===== src/rtl/alarm_pkg.sv =====
// alarm_pkg: shared field layout, limits and register offsets of the
// countdown alarm. Assumes a byte-addressed bus with 32-bit registers.
package alarm_pkg;
    localparam int SEC_W   = 6;
    localparam int MIN_W   = 6;
    localparam int HR_W    = 5;
    localparam int SEC_LSB = 0;
    localparam int MIN_LSB = 8;
    localparam int HR_LSB  = 16;
    localparam int DAY_LSB = 21;

    localparam int SEC_MAX = 59;
    localparam int MIN_MAX = 59;
    localparam int HR_MAX  = 23;

    localparam int OFF_INTERVAL = 'h0C;
    localparam int OFF_CNT_EN   = 'h14;
    localparam int OFF_IRQ_EN   = 'h18;
    localparam int OFF_STATUS   = 'h1C;

    localparam int CNT_EN_BIT   = 8;
    localparam int IRQ_EN_BIT   = 0;
    localparam int PEND_BIT     = 0;
endpackage


===== src/rtl/alarm_countdown.sv =====
// alarm_countdown: mixed-radix down counter (days/hours/minutes/seconds).
// Assumes tick is a one-cycle pulse; a load has priority over a tick.
// expire is high in the cycle whose tick takes the count from 1 s to 0.
module alarm_countdown
    import alarm_pkg::*;
#(
    parameter int DAY_W = 8
) (
    input  logic               clk,
    input  logic               rst_n,
    input  logic               load,
    input  logic [SEC_W-1:0]   load_sec,
    input  logic [MIN_W-1:0]   load_min,
    input  logic [HR_W-1:0]    load_hr,
    input  logic [DAY_W-1:0]   load_day,
    input  logic               tick,
    input  logic               run,
    output logic [SEC_W-1:0]   sec,
    output logic [MIN_W-1:0]   min,
    output logic [HR_W-1:0]    hr,
    output logic [DAY_W-1:0]   day,
    output logic               expire
);
    logic [SEC_W-1:0] sec_nx;
    logic [MIN_W-1:0] min_nx;
    logic [HR_W-1:0]  hr_nx;
    logic [DAY_W-1:0] day_nx;
    logic             nonzero, at_one, step;

    // Decode the count and decide whether this cycle steps it.
    always_comb begin
        nonzero = (sec != '0) || (min != '0) || (hr != '0) || (day != '0);
        at_one  = (sec == SEC_W'(1)) && (min == '0) && (hr == '0) && (day == '0);
        step    = tick && run && nonzero && !load;
        expire  = step && at_one;
    end

    // One-second decrement with borrow chain seconds -> minutes -> hours -> days.
    always_comb begin
        sec_nx = sec;
        min_nx = min;
        hr_nx  = hr;
        day_nx = day;
        if (sec != '0) begin
            sec_nx = sec - SEC_W'(1);
        end else begin
            sec_nx = SEC_W'(SEC_MAX);
            if (min != '0) begin
                min_nx = min - MIN_W'(1);
            end else begin
                min_nx = MIN_W'(MIN_MAX);
                if (hr != '0) begin
                    hr_nx = hr - HR_W'(1);
                end else begin
                    hr_nx  = HR_W'(HR_MAX);
                    day_nx = day - DAY_W'(1);
                end
            end
        end
    end

    // Count register: reset, load, or step.
    always_ff @(posedge clk) begin
        if (!rst_n) begin
            sec <= '0;
            min <= '0;
            hr  <= '0;
            day <= '0;
        end else if (load) begin
            sec <= load_sec;
            min <= load_min;
            hr  <= load_hr;
            day <= load_day;
        end else if (step) begin
            sec <= sec_nx;
            min <= min_nx;
            hr  <= hr_nx;
            day <= day_nx;
        end
    end


    frozen_hold_chk: assert property (@(posedge clk) disable iff (!rst_n)
        (!load && !run) |=> $stable({day, hr, min, sec}));


    zero_hold_chk: assert property (@(posedge clk) disable iff (!rst_n)
        (expire) |=> ({day, hr, min, sec} == '0));


    load_wins_chk: assert property (@(posedge clk) disable iff (!rst_n)
        (load) |=> (sec == $past(load_sec) && day == $past(load_day)));
endmodule


===== src/rtl/alarm_pending.sv =====
// alarm_pending: sticky pending flag. set has priority over clr.
// Assumes both inputs are synchronous one-cycle requests.
module alarm_pending (
    input  logic clk,
    input  logic rst_n,
    input  logic set,
    input  logic clr,
    output logic pend
);
    // Sticky flag update with set winning over clear.
    always_ff @(posedge clk) begin
        if (!rst_n)   pend <= 1'b0;
        else if (set) pend <= 1'b1;
        else if (clr) pend <= 1'b0;
    end


    set_priority_chk: assert property (@(posedge clk) disable iff (!rst_n)
        (set) |=> (pend));


    sticky_chk: assert property (@(posedge clk) disable iff (!rst_n)
        (pend && !clr) |=> (pend));
endmodule


===== src/rtl/countdown_alarm.sv =====
// countdown_alarm: register front end of the countdown alarm. Decodes the
// interval, count-enable, interrupt-enable and write-one-to-clear status
// registers and gates the interrupt. Assumes sec_tick is a one-cycle pulse
// in the clk domain and reads are combinational.
module countdown_alarm
    import alarm_pkg::*;
#(
    parameter int DATA_W = 32,
    parameter int ADDR_W = 5,
    parameter int DAY_W  = 8
) (
    input  logic              clk,
    input  logic              rst_n,
    input  logic              sec_tick,
    input  logic              bus_wr,
    input  logic [ADDR_W-1:0] bus_addr,
    input  logic [DATA_W-1:0] bus_wdata,
    output logic [DATA_W-1:0] bus_rdata,
    output logic              irq_out
);
    localparam logic [ADDR_W-1:0] A_INTERVAL = ADDR_W'(OFF_INTERVAL);
    localparam logic [ADDR_W-1:0] A_CNT_EN   = ADDR_W'(OFF_CNT_EN);
    localparam logic [ADDR_W-1:0] A_IRQ_EN   = ADDR_W'(OFF_IRQ_EN);
    localparam logic [ADDR_W-1:0] A_STATUS   = ADDR_W'(OFF_STATUS);

    logic             wr_interval, wr_cnt_en, wr_irq_en, wr_status;
    logic             cnt_en, irq_en, pend, expire;
    logic [SEC_W-1:0] sec;
    logic [MIN_W-1:0] min;
    logic [HR_W-1:0]  hr;
    logic [DAY_W-1:0] day;

    // Address decode of write strobes.
    always_comb begin
        wr_interval = bus_wr && (bus_addr == A_INTERVAL);
        wr_cnt_en   = bus_wr && (bus_addr == A_CNT_EN);
        wr_irq_en   = bus_wr && (bus_addr == A_IRQ_EN);
        wr_status   = bus_wr && (bus_addr == A_STATUS);
    end

    // Enable bit registers.
    always_ff @(posedge clk) begin
        if (!rst_n) begin
            cnt_en <= 1'b0;
            irq_en <= 1'b0;
        end else begin
            if (wr_cnt_en) cnt_en <= bus_wdata[CNT_EN_BIT];
            if (wr_irq_en) irq_en <= bus_wdata[IRQ_EN_BIT];
        end
    end

    alarm_countdown #(.DAY_W(DAY_W)) u_count (
        .clk      (clk),
        .rst_n    (rst_n),
        .load     (wr_interval),
        .load_sec (bus_wdata[SEC_LSB +: SEC_W]),
        .load_min (bus_wdata[MIN_LSB +: MIN_W]),
        .load_hr  (bus_wdata[HR_LSB  +: HR_W]),
        .load_day (bus_wdata[DAY_LSB +: DAY_W]),
        .tick     (sec_tick),
        .run      (cnt_en),
        .sec      (sec),
        .min      (min),
        .hr       (hr),
        .day      (day),
        .expire   (expire)
    );

    alarm_pending u_pend (
        .clk   (clk),
        .rst_n (rst_n),
        .set   (expire),
        .clr   (wr_status && bus_wdata[PEND_BIT]),
        .pend  (pend)
    );

    // Interrupt gate: pending, interrupt enable and count enable together.
    always_comb irq_out = pend && irq_en && cnt_en;

    // Read-back multiplexer.
    always_comb begin
        bus_rdata = '0;
        unique case (bus_addr)
            A_INTERVAL: begin
                bus_rdata[SEC_LSB +: SEC_W] = sec;
                bus_rdata[MIN_LSB +: MIN_W] = min;
                bus_rdata[HR_LSB  +: HR_W]  = hr;
                bus_rdata[DAY_LSB +: DAY_W] = day;
            end
            A_CNT_EN: bus_rdata[CNT_EN_BIT] = cnt_en;
            A_IRQ_EN: bus_rdata[IRQ_EN_BIT] = irq_en;
            A_STATUS: bus_rdata[PEND_BIT]   = pend;
            default:  bus_rdata = '0;
        endcase
    end


    irq_gate_chk: assert property (@(posedge clk) disable iff (!rst_n)
        (!pend || !cnt_en) |-> (!irq_out));


    pend_on_expire_chk: assert property (@(posedge clk) disable iff (!rst_n)
        (expire) |=> (pend));
endmodule


===== config.mk =====
export PLATFORM = sky130hd
export DESIGN_NAME = countdown_alarm
export DESIGN_NICKNAME = d
export VERILOG_FILES = /design/src/rtl/alarm_pkg.sv /design/src/rtl/alarm_countdown.sv /design/src/rtl/alarm_pending.sv /design/src/rtl/countdown_alarm.sv
export SDC_FILE = /design/constraint.sdc
export NUM_CORES = 1
export LEC_CHECK = 0
export ABC_AREA = 1
export BUFFER_PORTS_ARGS = -buffer_cell sky130_fd_sc_hd__buf_4
export CORE_MARGIN = 4
export CORE_UTILIZATION = 52
export DETAILED_ROUTE_END_ITERATION = 6
export MAX_ROUTING_LAYER = met4
export PLACE_DENSITY = 0.81
export SLEW_MARGIN = 20
export SYNTH_ARGS = -nofsm -noshare
export SYNTH_HDL_FRONTEND = slang
export SYNTH_SLANG_ARGS = --single-unit

===== constraint.sdc =====
create_clock -name clk -period 2.1 [get_ports clk]
set_input_delay 0.105 -clock clk [delete_from_list [all_inputs] [get_ports clk]]
set_output_delay 0.105 -clock clk [all_outputs]
set_load 0.05 [all_outputs]

# After elaboration in Yosys (flattened, before gate mapping)
# Cells that the tools add are included.
dict set report totals {
  register_bits 28
  inputBits 41
  out_inout_bits 33
  wordCells 73
}
dict set report op_classes {
  add_sub_neg 4
  n_eq_ne 8
  mux 24
  reduce_logical 30
}
# cell n
set ops {}
lappend ops {{$mux W6} 7}
lappend ops {{$mux W8} 5}
lappend ops {{$mux W5} 7}
lappend ops {{$eq A5 B5 Y1 const B} 3}
lappend ops {{$logic_and A1 B1 Y1} 14}
lappend ops {{$mux W13} 1}
lappend ops {{$reduce_bool A6 Y1} 2}
lappend ops {{$sub A6 B1 Y6 const B} 2}
lappend ops {{$logic_not A8 Y1} 1}
lappend ops {{$reduce_bool A8 Y1} 1}
lappend ops {{$sub A8 B1 Y8 const B} 1}
lappend ops {{$eq A6 B1 Y1 const B} 1}
lappend ops {{$logic_not A6 Y1} 1}
lappend ops {{$ne A2 B1 Y1 const B} 3}
lappend ops {{$eq A5 B4 Y1 const B} 1}
lappend ops {{$logic_not A5 Y1} 1}
lappend ops {{$reduce_bool A5 Y1} 1}
lappend ops {{$sub A5 B1 Y5 const B} 1}
lappend ops {{$reduce_and A4 Y1} 1}
lappend ops {{$reduce_bool A2 Y1} 2}
lappend ops {{$logic_or A1 B1 Y1} 3}
lappend ops {{$pmux W1 S3} 1}
lappend ops {{$reduce_and A3 Y1} 1}
lappend ops {{$mux W1} 2}
lappend ops {{3 further kinds} 3}

# Logic depth before layout (Yosys ltp)
# Gate-level depths: netlist (run 1).
dict set report depth {
  depth_word 8
  ltp_mapped 13
  depth_no_buf 13
}

# Cells and area by module
# A second synthesis (run 1) with hierarchy kept.
dict set report unflattened {
  cells_unflattened 366
  hier_area_um2 2326.0
}
# mod n_inst cells_per_inst area_each_um2 seq_area_each_um2
set modules_own_cells {}
lappend modules_own_cells {alarm_countdown 1 267 1800.5 500.5}
lappend modules_own_cells {countdown_alarm 1 93 481.7 40.0}
lappend modules_own_cells {alarm_pending 1 6 43.8 20.0}

# Least setup slack after synthesis (run 1)
# Ideal clock, no wire load.
dict set report synth_timing {
  kind {flip-flop to flip-flop}
  start {register u_count.day[0]}
  end {register u_count.hr[0]}
  setup_ps 129
  t_arrival_ps 1457
  t_required_ps 1971
  slack_ps 514
  path_stages_with_launch 13
  n_path_buf 1
  synth_period_minus_slack_ps 1586
  cell_sequence {dfxtp_1 inv_1 ha_1 inv_1 nor3_1 nand2_2 nor2_4 nand2_4 nand3_2 nand2_4 buf_12 o21ai_2 nor2_1}
}
dict set report synth_via {
  elab_chain_len 6
}
# element line_no
set synth_rtl {}
lappend synth_rtl {{start: declaration} alarm_countdown.sv:21} ;# output logic [DAY_W-1:0] day,
lappend synth_rtl {{start signal: assignment} alarm_countdown.sv:73} ;# day <= load_day;
lappend synth_rtl {{start signal: assignment} alarm_countdown.sv:78} ;# day <= day_nx;
lappend synth_rtl {{$reduce_bool A8 Y1} alarm_countdown.sv:32} ;# nonzero = (sec != '0) || (min != '0) || (hr != '0) || (day != '0);
lappend synth_rtl {{$logic_or A1 B1 Y1} alarm_countdown.sv:32}
lappend synth_rtl {{$logic_and A1 B1 Y1 (2 in a row)} alarm_countdown.sv:34} ;# step = tick && run && nonzero && !load;
lappend synth_rtl {{$reduce_bool A2 Y1 (no line)} --}
lappend synth_rtl {{$reduce_and A3 Y1 (no line)} --}
lappend synth_rtl {{end signal: assignment} alarm_countdown.sv:72} ;# hr <= load_hr;
lappend synth_rtl {{end signal: assignment} alarm_countdown.sv:77} ;# hr <= hr_nx;
lappend synth_rtl {{end: declaration} alarm_countdown.sv:20} ;# output logic [HR_W-1:0] hr,
# Every way passes these cells.
# A chain may end at the register's enable or synchronous reset.

# Worst setup path after layout (run 1)
dict set report layout_timing {
  start {register u_count.day[0]}
  end {register u_count.min[1]}
}
dict set report layout_via {
  elab_chain_len 6
}
# element line_no
set layout_rtl {}
lappend layout_rtl {{$reduce_bool A8 Y1} alarm_countdown.sv:32}
lappend layout_rtl {{$logic_or A1 B1 Y1} alarm_countdown.sv:32}
lappend layout_rtl {{$logic_and A1 B1 Y1 (2 in a row)} alarm_countdown.sv:34}
lappend layout_rtl {{$reduce_bool A2 Y1 (no line)} --}
lappend layout_rtl {{$reduce_and A2 Y1 (no line)} --}
lappend layout_rtl {{end signal: assignment} alarm_countdown.sv:71} ;# min <= load_min;
lappend layout_rtl {{end signal: assignment} alarm_countdown.sv:76} ;# min <= min_nx;
lappend layout_rtl {{end: declaration} alarm_countdown.sv:19} ;# output logic [MIN_W-1:0] min,
# Every way passes these cells.

==> impl_metrics.ini, run 1 <==
[clock_network]
post-cts-setup-buffers = 0
cts-root-buf = clkbuf_8
numCtsBuffers = 3
cts_resized = 0
insertion_delay_ns = 0.28
tritoncts = done
cts.hold.buffers_added = 0
cts_max_level = 1
clock_path_buffers = 2
cts.sink_count = 28
path_clk_slew_ns = 0.10

[yosys]
synth.area.top_cells = dfxtp_1 24%, nand2_1 11%, nor2_1 9.5%
yosysWarnings = 0
syn_inst = 351
synth_area_um2 = 2320
ys_types = 42
ys_async_sr_fraction_pct = 0
yosysTopAreaCell = dfxtp_1
synth_seq_cells = 28
synth_top_area_share_pct = 24.2
ys.flop_type = dfxtp_1
synth.avg_cell_area_um2 = 6.61
ys_seq_area_share_pct = 24.2
synth-edff-count = 0

[grt]
antenna_found_initial = 0
grt_pass1_wl_um = 8870
grt_overflow = 0
grt_use_total_pct = 20.2
grt_max_degree = 28
first_global_vias = 2107

[sta]
finalSetupTns_ns = 0
skew_ns = 0.00321
maxSlewViolCount = 0
post-route-period-util_pct = 85.2
setup_violations = 0
max_freq_mhz = 559
fin_crit_ns = 1.79
setup_ws_ns = 0.310
hold_violations = 0
grt_setup_unrepaired = false

[route]
drt_iter0_drc = 101
viasPerCell = 5.05
wl_per_cell_um = 11.6
vias = 2306
postRouteAntennaNets = 0
drc_errors = 0
drt_wl_total_um = 5310
first_pass_iters = 4

[worst_setup_path]
crit_arrival_ns = 2.00
rrSetupSlack_ns = 0.31
rr_startpoint = u_count.day[0]
start_kind = register
crit_fanout = 16
cp.required_ns = 2.31
regToRegEndpoint = u_count.min[1]
r2r_cells = 12
path_class = reg2reg
endpoint_kind = register

[power]
p_leak_nw = 1.32
peakVddDrop_uv = 282
p_int_w = 0.000805
clkPwrFrac_pct = 29.9
p_per_area_nw_per_um2 = 410
seqPwrFrac_pct = 47.7
p_sw_w = 0.000341
switching_share_pct = 29.7
p_comb_share_pct = 22.4

[floorplan]
ios = 74
die_y_um = 74.8
die_x_um = 74.8
num_rows = 24
die_area_um2 = 5590
start_util_pct = 53.6
core_um2 = 4320

[placement]
place_ws_ns = 0.336
place_congestion = 0.828
io_buffers = 59
dp_hpwl_um = 4070
dp.cells = 453
placed_area_um2 = 2740

[finish]
multiInputGateArea_um2 = 1480
instances_no_fill = 457
post_route_cells_drive_above_1_share_pct = 26.9
nets = 455
finalInstanceArea_um2 = 2790
fillers = 413
diodes = 0
seq_area_um2 = 561
syn2layout_area_growth_pct = 20.4

[worst_hold_path]
min_to = cnt_en
hp-class = in2reg
min-delay-start = bus_wdata[8]
hold_depth = 2

[run]
maxCapViolCount = 0

[status]
status = finished clean
worst max-delay path by stage:
stage	from	end	slack [ns]	cells after the start
floorplan	u_count.day[0]	u_count.hr[0]	0.51	12
global placement	u_count.day[0]	u_count.min[5]	0.39	13
detailed placement	u_count.day[0]	u_count.min[5]	0.34	13
CTS	u_count.day[0]	u_count.min[1]	0.31	12
global route	u_count.day[0]	u_count.min[4]	0.14	12
finish	u_count.day[0]	u_count.min[1]	0.31	12
power by group through the flow:
stage,Combinational [W],Clock (W),Sequential (W)
final,0.000256,0.000343,0.000546
after global placement,0.000251,0,0.000558
after CTS,0.000257,0.000350,0.000546
after detailed placement,0.000256,0,0.000558
after global routing,0.000283,0.000367,0.000548
after floorplan,0.000190,0,0.000557
logic make-up after synthesis:
logic type	Yosys count	share of synthesized area [%]
AOI/OAI and AO/OA	58	15.4
other	1	0.162
adders and majority gates	8	4.32
DFF	28	24.2
xor gates and xnor gates	7	2.64
buffers and inverters	61	13.2
and+or+nand+nor	188	40.2
per-layer routing:
metal | GRT usage, % | vias up | wire (um)
met4 | 3.56 | 0 | 55
met2 | 36.3 | 52 | 2670
met3 | 2.14 | 6 | 246
met1 | 24.5 | 1033 | 2340
li1 | - | 1215 | -
met5 | - | - | 0
cell usage after synthesis (all sizes together) (2+ instances only):
cell and n:
buf 18, o22ai 6, inv 38, nor3 4, nand3 32, o21ai 23, a21oi 23, xnor2 3
clkbuf 2, ha 8, o2bb2ai 2, nand2 79, xor2 4, clkinv 3, dfxtp 28, nor2 68
nand4 3
registers in the layout, indices dropped and copies added, names as in the netlist:
register / count
u_pend.pend: 1
irq_en: 1
cnt_en: 1
u_count.sec: 6
u_count.hr: 5
u_count.day: 8
u_count.min: 6
cell type report:
type | count | share of cell area, %
clock buffer | 4 | 1.97
inverter | 41 | 5.60
multi-input combinational | 268 | 52.8
sequential | 28 | 20.1
tap | 52 | 2.33
timing repair buffer | 64 | 17.2
cell usage in the layout, fill, tap and decap left out:
cell type and count:
inv_1 34, clkinv_1 1, nor2_1 59, clkinv_2 2
nand3_4 2, nand2_4 5, inv_2 4, buf_4 64
xnor2_1 3, a21boi_0 1, xor2_1 4, clkbuf_8 4
or2_0 1, nand2_1 70, nand4_4 1, o21ai_0 12
conb_1 7, o21ai_1 8, nand3_1 27, o22ai_1 6
nor2_2 3, nor4_1 1, dfxtp_1 28, nor3_1 3
o2bb2ai_1 2, nor2_4 5, o311a_1 1, o211ai_1 1
a21oi_1 16, nor2_8 1, nor3_2 1, nand4_1 2
a21oi_2 7, nand3_2 3, a41oi_1 1, o21ai_2 3
ha_1 8, nand2_2 4
worst max-delay path, cell delays in order, from the launching register on:
cell	delay (ns)
dfxtp_1	0.36
inv_1	0.11
ha_1	0.16
inv_1	0.04
nor3_1	0.17
nand2_2	0.11
nor2_4	0.13
nand2_4	0.08
nand2_4	0.08
nand2_4	0.12
nand2_2	0.16
nand2_1	0.08
a21oi_1	0.13
metrics by stage:
| stage | utilization (%) | hold slack [ns] | power (W) |
|---|---|---|---|
| floorplan | - | 0.269 | 0.000747 |
| global placement | 63.3 | 0.393 | 0.000809 |
| detailed placement | 63.3 | 0.407 | 0.000814 |
| CTS | 64.6 | 0.116 | 0.00115 |
| global route | 64.6 | 0.119 | 0.00120 |
| finish | 64.6 | 0.114 | 0.00115 |
Note: power is estimated with default switching activity, not from simulation.
==> inputs of run 2 (changes only) <==
- SYNTH_HIERARCHICAL: unset -> 1
==> run 2 against run 1 <==
  * Cell area decreased by 0.40%
  * Flip-flop and latch count did not move
  * Area after synthesis increased by 0.27%
  * Routed wire length is 5.0% higher
  * Non-clock buffer count is 2 lower
  * Utilization fell by 0.70 points
  * Combinational power about the same
  * Critical path depth shrank 1
  * Clock power increased by 3%
  * Clock skew fell by 0.0011 ns
  * Setup slack lost 0.084 ns
  * Critical path type unchanged
==> impl_metrics.ini, run 2 <==
[worst_setup_path]
crit_fanout = 17
worst_path_largest_cell_delay_ns = 0.38
crit_slowest_cell = dfxtp_1
regToRegEndpoint = u_count/day[3]
path_class = reg2reg
cpMostUsedCell = nand2_1
endpoint_kind = register
crit_arrival_ns = 2.10
rr_startpoint = u_count/hr[0]
path_cells = inv_1 -> ha_1 -> nand3_1 -> nor2_2 -> nand3_2 -> nand2_2 -> nand2_4 -> nand3_4 -> nand2_1 -> nand2_1 -> nor2_1
rrSetupSlack_ns = 0.23
r2r_cells = 11
start_kind = register
cp.required_ns = 2.33

[clock_network]
cts-root-buf = clkbuf_8
cts.hold.buffers_added = 0
cts_resized = 0
cts_max_level = 1
clock_path_buffers = 2
post-cts-setup-buffers = 0
numCtsBuffers = 3
path_clk_slew_ns = 0.10
cts.sink_count = 28
insertion_delay_ns = 0.28
tritoncts = done

[yosys]
ys_seq_area_share_pct = 24.1
netlist_top_cells_count = 68 x nand2_1, 59 x inv_1, 54 x nor2_1, 28 x dfxtp_1, 26 x nand3_1
ys_types = 34
synth_top_area_share_pct = 24.1
synth.area.top_cells = dfxtp_1 24%, nand2_1 11%, inv_1 9.5%
synth_seq_cells = 28
syn_inst = 366
ys_async_sr_fraction_pct = 0
synth_area_um2 = 2330
yosysWarnings = 6
yosysMostFrequentCell = nand2_1
ys.flop_type = dfxtp_1
synth-edff-count = 0
synth.avg_cell_area_um2 = 6.36
yosysTopAreaCell = dfxtp_1

[sta]
finalSetupTns_ns = 0
grt_setup_unrepaired = false
fin_crit_ns = 1.87
maxSlewViolCount = 0
post-route-period-util_pct = 89.2
max_freq_mhz = 534
setup_violations = 0
hold_violations = 0
skew_ns = 0.00215

[route]
wl_met2_um = 2810
drt_wl_total_um = 5570
first_pass_iters = 4
wl_per_cell_um = 11.8
viasPerCell = 5.03
top_layer = met4
drt_iter0_drc = 141
vias = 2371
drc_errors = 0
postRouteAntennaNets = 0
drt-met1-wl_um = 2390
route.met3.wl_um = 314

[power]
p_leak_nw = 1.31
p_per_area_nw_per_um2 = 415
peakVddDrop_uv = 225

[finish]
final_common_cell = nand2_1
finalInstanceArea_um2 = 2780
fillers = 428
instances_no_fill = 471
regMostFlops = u_count/day
syn2layout_area_growth_pct = 19.6
layout_common_cells = 68 x nand2_1, 62 x buf_4, 59 x inv_1, 54 x nor2_1, 28 x dfxtp_1
nets = 469
diodes = 0
post_route_cells_drive_above_1_share_pct = 24.8
seq_area_um2 = 561
largest_reg_flops = 8
largestRegisters = u_count/day x8, u_count/min x6, u_count/sec x6
fin_util_pct = 63.9
multiInputGateArea_um2 = 1410

[floorplan]
num_rows = 24
die_y_um = 74.9
die_x_um = 74.9
start_util_pct = 53.4
core_um2 = 4350
ios = 74
die_area_um2 = 5610

[grt]
antenna_found_initial = 0
grt_pass1_wl_um = 9180
grt_use_total_pct = 21.2
first_global_vias = 2171
grt_max_degree = 26
grt_overflow = 0

[worst_hold_path]
min_to = cnt_en
min-delay-start = bus_wdata[8]
hp-class = in2reg
hold_depth = 3

[placement]
dp.cells = 467
place_congestion = 0.855
io_buffers = 59
dp_hpwl_um = 4090
placed_area_um2 = 2730

[run]
maxCapViolCount = 0

[status]
status = finished clean
==> run 2: cell count changes in the layout (fill, tap and decap cells not counted), sizes merged, moves of 3 or more <==
cell and change:
o21ai -6, inv +22, nor2 +8, nand4 +7, nand3 -3, nand2 -5
clkinv -3
==> run 2: layout make-up <==
class / count / area share (%)
Inverter: 60 / 8.09
Timing Repair Buffer: 62 / 16.7
Sequential cell: 28 / 20.1
Multi-Input combinational cell: 265 / 50.7
Clock buffer: 4 / 1.98
Tap cell: 52 / 2.34
==> run 2: critical path: cells and delay by family, from the launching register on <==
kind	cells	cell delay, ns
simple gates	9	1.13
buf+inv	1	0.07
flops	1	0.38
fa+ha+maj	1	0.25
==> run 2: worst max-delay path by stage <==
stage             startpoint             end  slack [ns]  cells after the start
2_1_floorplan         cnt_en    bus_rdata[8]        0.52                      2
3_3_place_gp     bus_addr[3]  u_count/min[3]        0.30                     11
3_5_place_dp     bus_addr[3]  u_count/min[3]        0.27                     11
4_1_cts        u_count/hr[0]  u_count/day[6]        0.22                     10
5_1_grt        u_count/hr[0]  u_count/day[3]        0.02                     11
6_report       u_count/hr[0]  u_count/day[3]        0.23                     11
==> run 2: power by group <==
group / internal [W] / total [W] / switching [W]
sequential: 0.000539 / 0.000549 / 0.00000909
combinational: 0.0000952 / 0.000253 / 0.000157
clock: 0.000169 / 0.000353 / 0.000185
total: 0.000803 / 0.00115 / 0.000351
==> run 2: metrics by stage <==
step                      setup WS (ns)  total power [W]  hold WS [ns]
after global routing             0.0237          0.00121        0.0738
final                             0.226          0.00115        0.0537
after global placement            0.305         0.000804         0.339
after detailed placement          0.270         0.000810         0.366
after CTS                         0.222          0.00116        0.0593
after floorplan                   0.524         0.000741         0.225
==> run 2: cell families (layout without fill, tap and decap cells) <==
group	count (synthesis)	in the layout	synth area share (%)
buf+inv	79	126	16.2
xor+xnor	9	9	3.39
other cells	1	7	0.161
flops	28	28	24.1
compound gates	46	46	11.0
simple gates	194	194	40.5
mux	1	1	0.430
fa+ha+maj	8	8	4.30
==> run 2: routing by layer <==
metal,vias up,track usage [%]
met2,63,36.8
met1,1067,25.8
li1,1236,-
met4,0,7.11
met3,5,1.74
met5,-,-
==> inputs of run 3 (changes only) <==
- ABC_AREA: 1 -> 0
- ABC_CLOCK_PERIOD_IN_PS: unset -> 2100
- CORE_UTILIZATION: 52 -> 51
==> run 3 against run 2 <==
  * Global-route usage is 0.65 points higher
  * Die area down 4.4%
  * Non-clock buffer count up 17
  * Clock-buffer cell count down 1
  * Register-to-register slack worse by 0.07 ns
  * Hold slack got worse by 0.0074 ns
  * Cell count fell by 17%
  * Sequential power fell by 1%
  * Sequential share of layout area barely moved
  * Cell area is 0.13% lower
  * Maximum frequency decreased by 3.6%
  * Largest power group unchanged
  * Highest routed layer unchanged
==> impl_metrics.ini, run 3 <==
[worst_setup_path]
cp.required_ns = 2.27
crit_arrival_ns = 2.11
path_class = reg2reg
endpoint_kind = register
start_kind = register
crit_fanout = 5

[yosys]
ys_seq_area_share_pct = 25.8
synth_area_um2 = 2170
syn_inst = 270
synth_top_family_by_area = simple AND/OR/NAND/NOR gates
synth_top_area_share_pct = 25.8
yosys.area_share.simple_pct = 34.9
ys.flop_type = dfxtp_1
netlist_top_cells_count = 28 x dfxtp_1, 27 x and2_1, 20 x nand2_1, 20 x nand3_1, 18 x a21oi_1
synth.area.top_cells = dfxtp_1 26%, and2_1 7.8%, ha_1 4.6%
synth-edff-count = 0
yosysTopAreaCell = dfxtp_1
synth.avg_cell_area_um2 = 8.04
yosysMostFrequentCell = dfxtp_1
synth-xor-area-share_pct = 2.42
synth_seq_cells = 28
synth.mux.area_fraction_pct = 4.61
yosysWarnings = 6
synthAdderAreaFrac_pct = 4.61
ys_async_sr_fraction_pct = 0
ys_types = 57
synth_compound_area_share_pct = 19.5

[finish]
instances_no_fill = 389
post_route_cells_drive_above_1_share_pct = 29.2
final_common_cell = buf_4
diodes = 0
seq_area_um2 = 561
regMostFlops = u_count/day
finalInstanceArea_um2 = 2780
largestRegisters = u_count/day x8, u_count/min x6, u_count/sec x6
largest_reg_flops = 8
fillers = 346
layout_common_cells = 78 x buf_4, 28 x dfxtp_1, 27 x and2_1, 20 x nand2_1, 20 x nand3_1
syn2layout_area_growth_pct = 28.1
nets = 390
fin_util_pct = 68.5
multiInputGateArea_um2 = 1460

[sta]
maxSlewViolCount = 0
hold_violations = 0
setup_violations = 0
grt_setup_unrepaired = false
max_freq_mhz = 514
fin_crit_ns = 1.94
skew_ns = 0.0147
finalSetupTns_ns = 0
post-route-period-util_pct = 92.6

[worst_hold_path]
hp-class = in2reg

[floorplan]
die_y_um = 73.2
ios = 74
start_util_pct = 53.5
die_x_um = 73.2
num_rows = 23
core_um2 = 4060
die_area_um2 = 5360

[route]
wl_per_cell_um = 14.7
postRouteAntennaNets = 0
drt_wl_total_um = 5720
vias = 2238
drc_errors = 0
first_pass_iters = 4
viasPerCell = 5.75
drt_iter0_drc = 125

[placement]
place_congestion = 0.883
dp.cells = 386
placed_area_um2 = 2730
dp_hpwl_um = 4350
io_buffers = 59

[clock_network]
numCtsBuffers = 3
cts-root-buf = clkbuf_8
clock_path_buffers = 2
cts_max_level = 1
insertion_delay_ns = 0.28
cts.hold.buffers_added = 0
tritoncts = done
path_clk_slew_ns = 0.11
cts.sink_count = 28

[grt]
grt_overflow = 0
grt_max_degree = 32
antenna_found_initial = 0
first_global_vias = 2078
grt_pass1_wl_um = 9210
grt_use_total_pct = 21.9

[power]
peakVddDrop_uv = 228
p_leak_nw = 1.22
p_per_area_nw_per_um2 = 376

[run]
maxCapViolCount = 0

[status]
status = finished clean
==> run 3: layout make-up <==
type | count | area share (%)
flip-flops and latches | 28 | 20.2
inverters | 12 | 1.62
clock buffers | 3 | 1.49
multi-input cells | 217 | 52.7
well taps | 50 | 2.25
repair buffers | 79 | 21.8
==> run 3: metrics by stage <==
stage | total power [W] | hold slack [ns] | worst slack, ns
2_1_floorplan | 0.000675 | 0.206 | 0.0579
3_3_place_gp | 0.000751 | 0.334 | 0.178
3_5_place_dp | 0.000754 | 0.335 | 0.206
4_1_cts | 0.00105 | 0.0495 | 0.168
5_1_grt | 0.00108 | 0.0603 | 0.0260
6_report | 0.00105 | 0.0463 | 0.156
==> run 3: final timing paths <==
kind | start | to | slack [ns] | depth (start not counted)
max | u_count/min[1] | u_count/sec[2] | 0.16 | 7
min | bus_wdata[12] | u_count/min[4] | 0.05 | 3
max reg2reg | u_count/min[1] | u_count/sec[2] | 0.16 | 7
min reg2reg | irq_en | irq_en | 0.53 | 2
==> run 3: metal layers <==
| layer | vias up | part of all wire (%) | GRT usage, % |
|---|---|---|---|
| li1 | 1118 | - | - |
| met3 | 6 | 7.1 | 2.20 |
| met5 | - | 0 | - |
| met4 | 0 | 0.73 | 5.12 |
| met1 | 1048 | 44 | 29.1 |
| met2 | 66 | 48 | 35.6 |
==> run 3: cells by family after synthesis <==
family / after synthesis
simple gates: 124
compound gates: 63
buf+inv: 31
flops: 28
mux: 9
fa+ha+maj: 8
xor+xnor: 6
other cells: 1
==> run 3: power by group <==
group / switching [W] / internal (W)
sequential: 0.00000706 / 0.000536
clock: 0.000171 / 0.000129
combinational: 0.000115 / 0.0000866
==> run 3: what timing repair did <==
item,4_1_cts,5_1_grt
resized for setup,0,1
setup endpoints to repair,0,4
buffers inserted,0,0
endpoints found under the hold margin,0,0
==> run 3: critical path, cell delays in order, from the launching register on <==
cell	delay (ns)
dfxtp_1	0.41
inv_1	0.10
ha_1	0.19
nor2b_1	0.15
and3_1	0.22
a31oi_1	0.33
o21ai_0	0.15
a32o_1	0.27
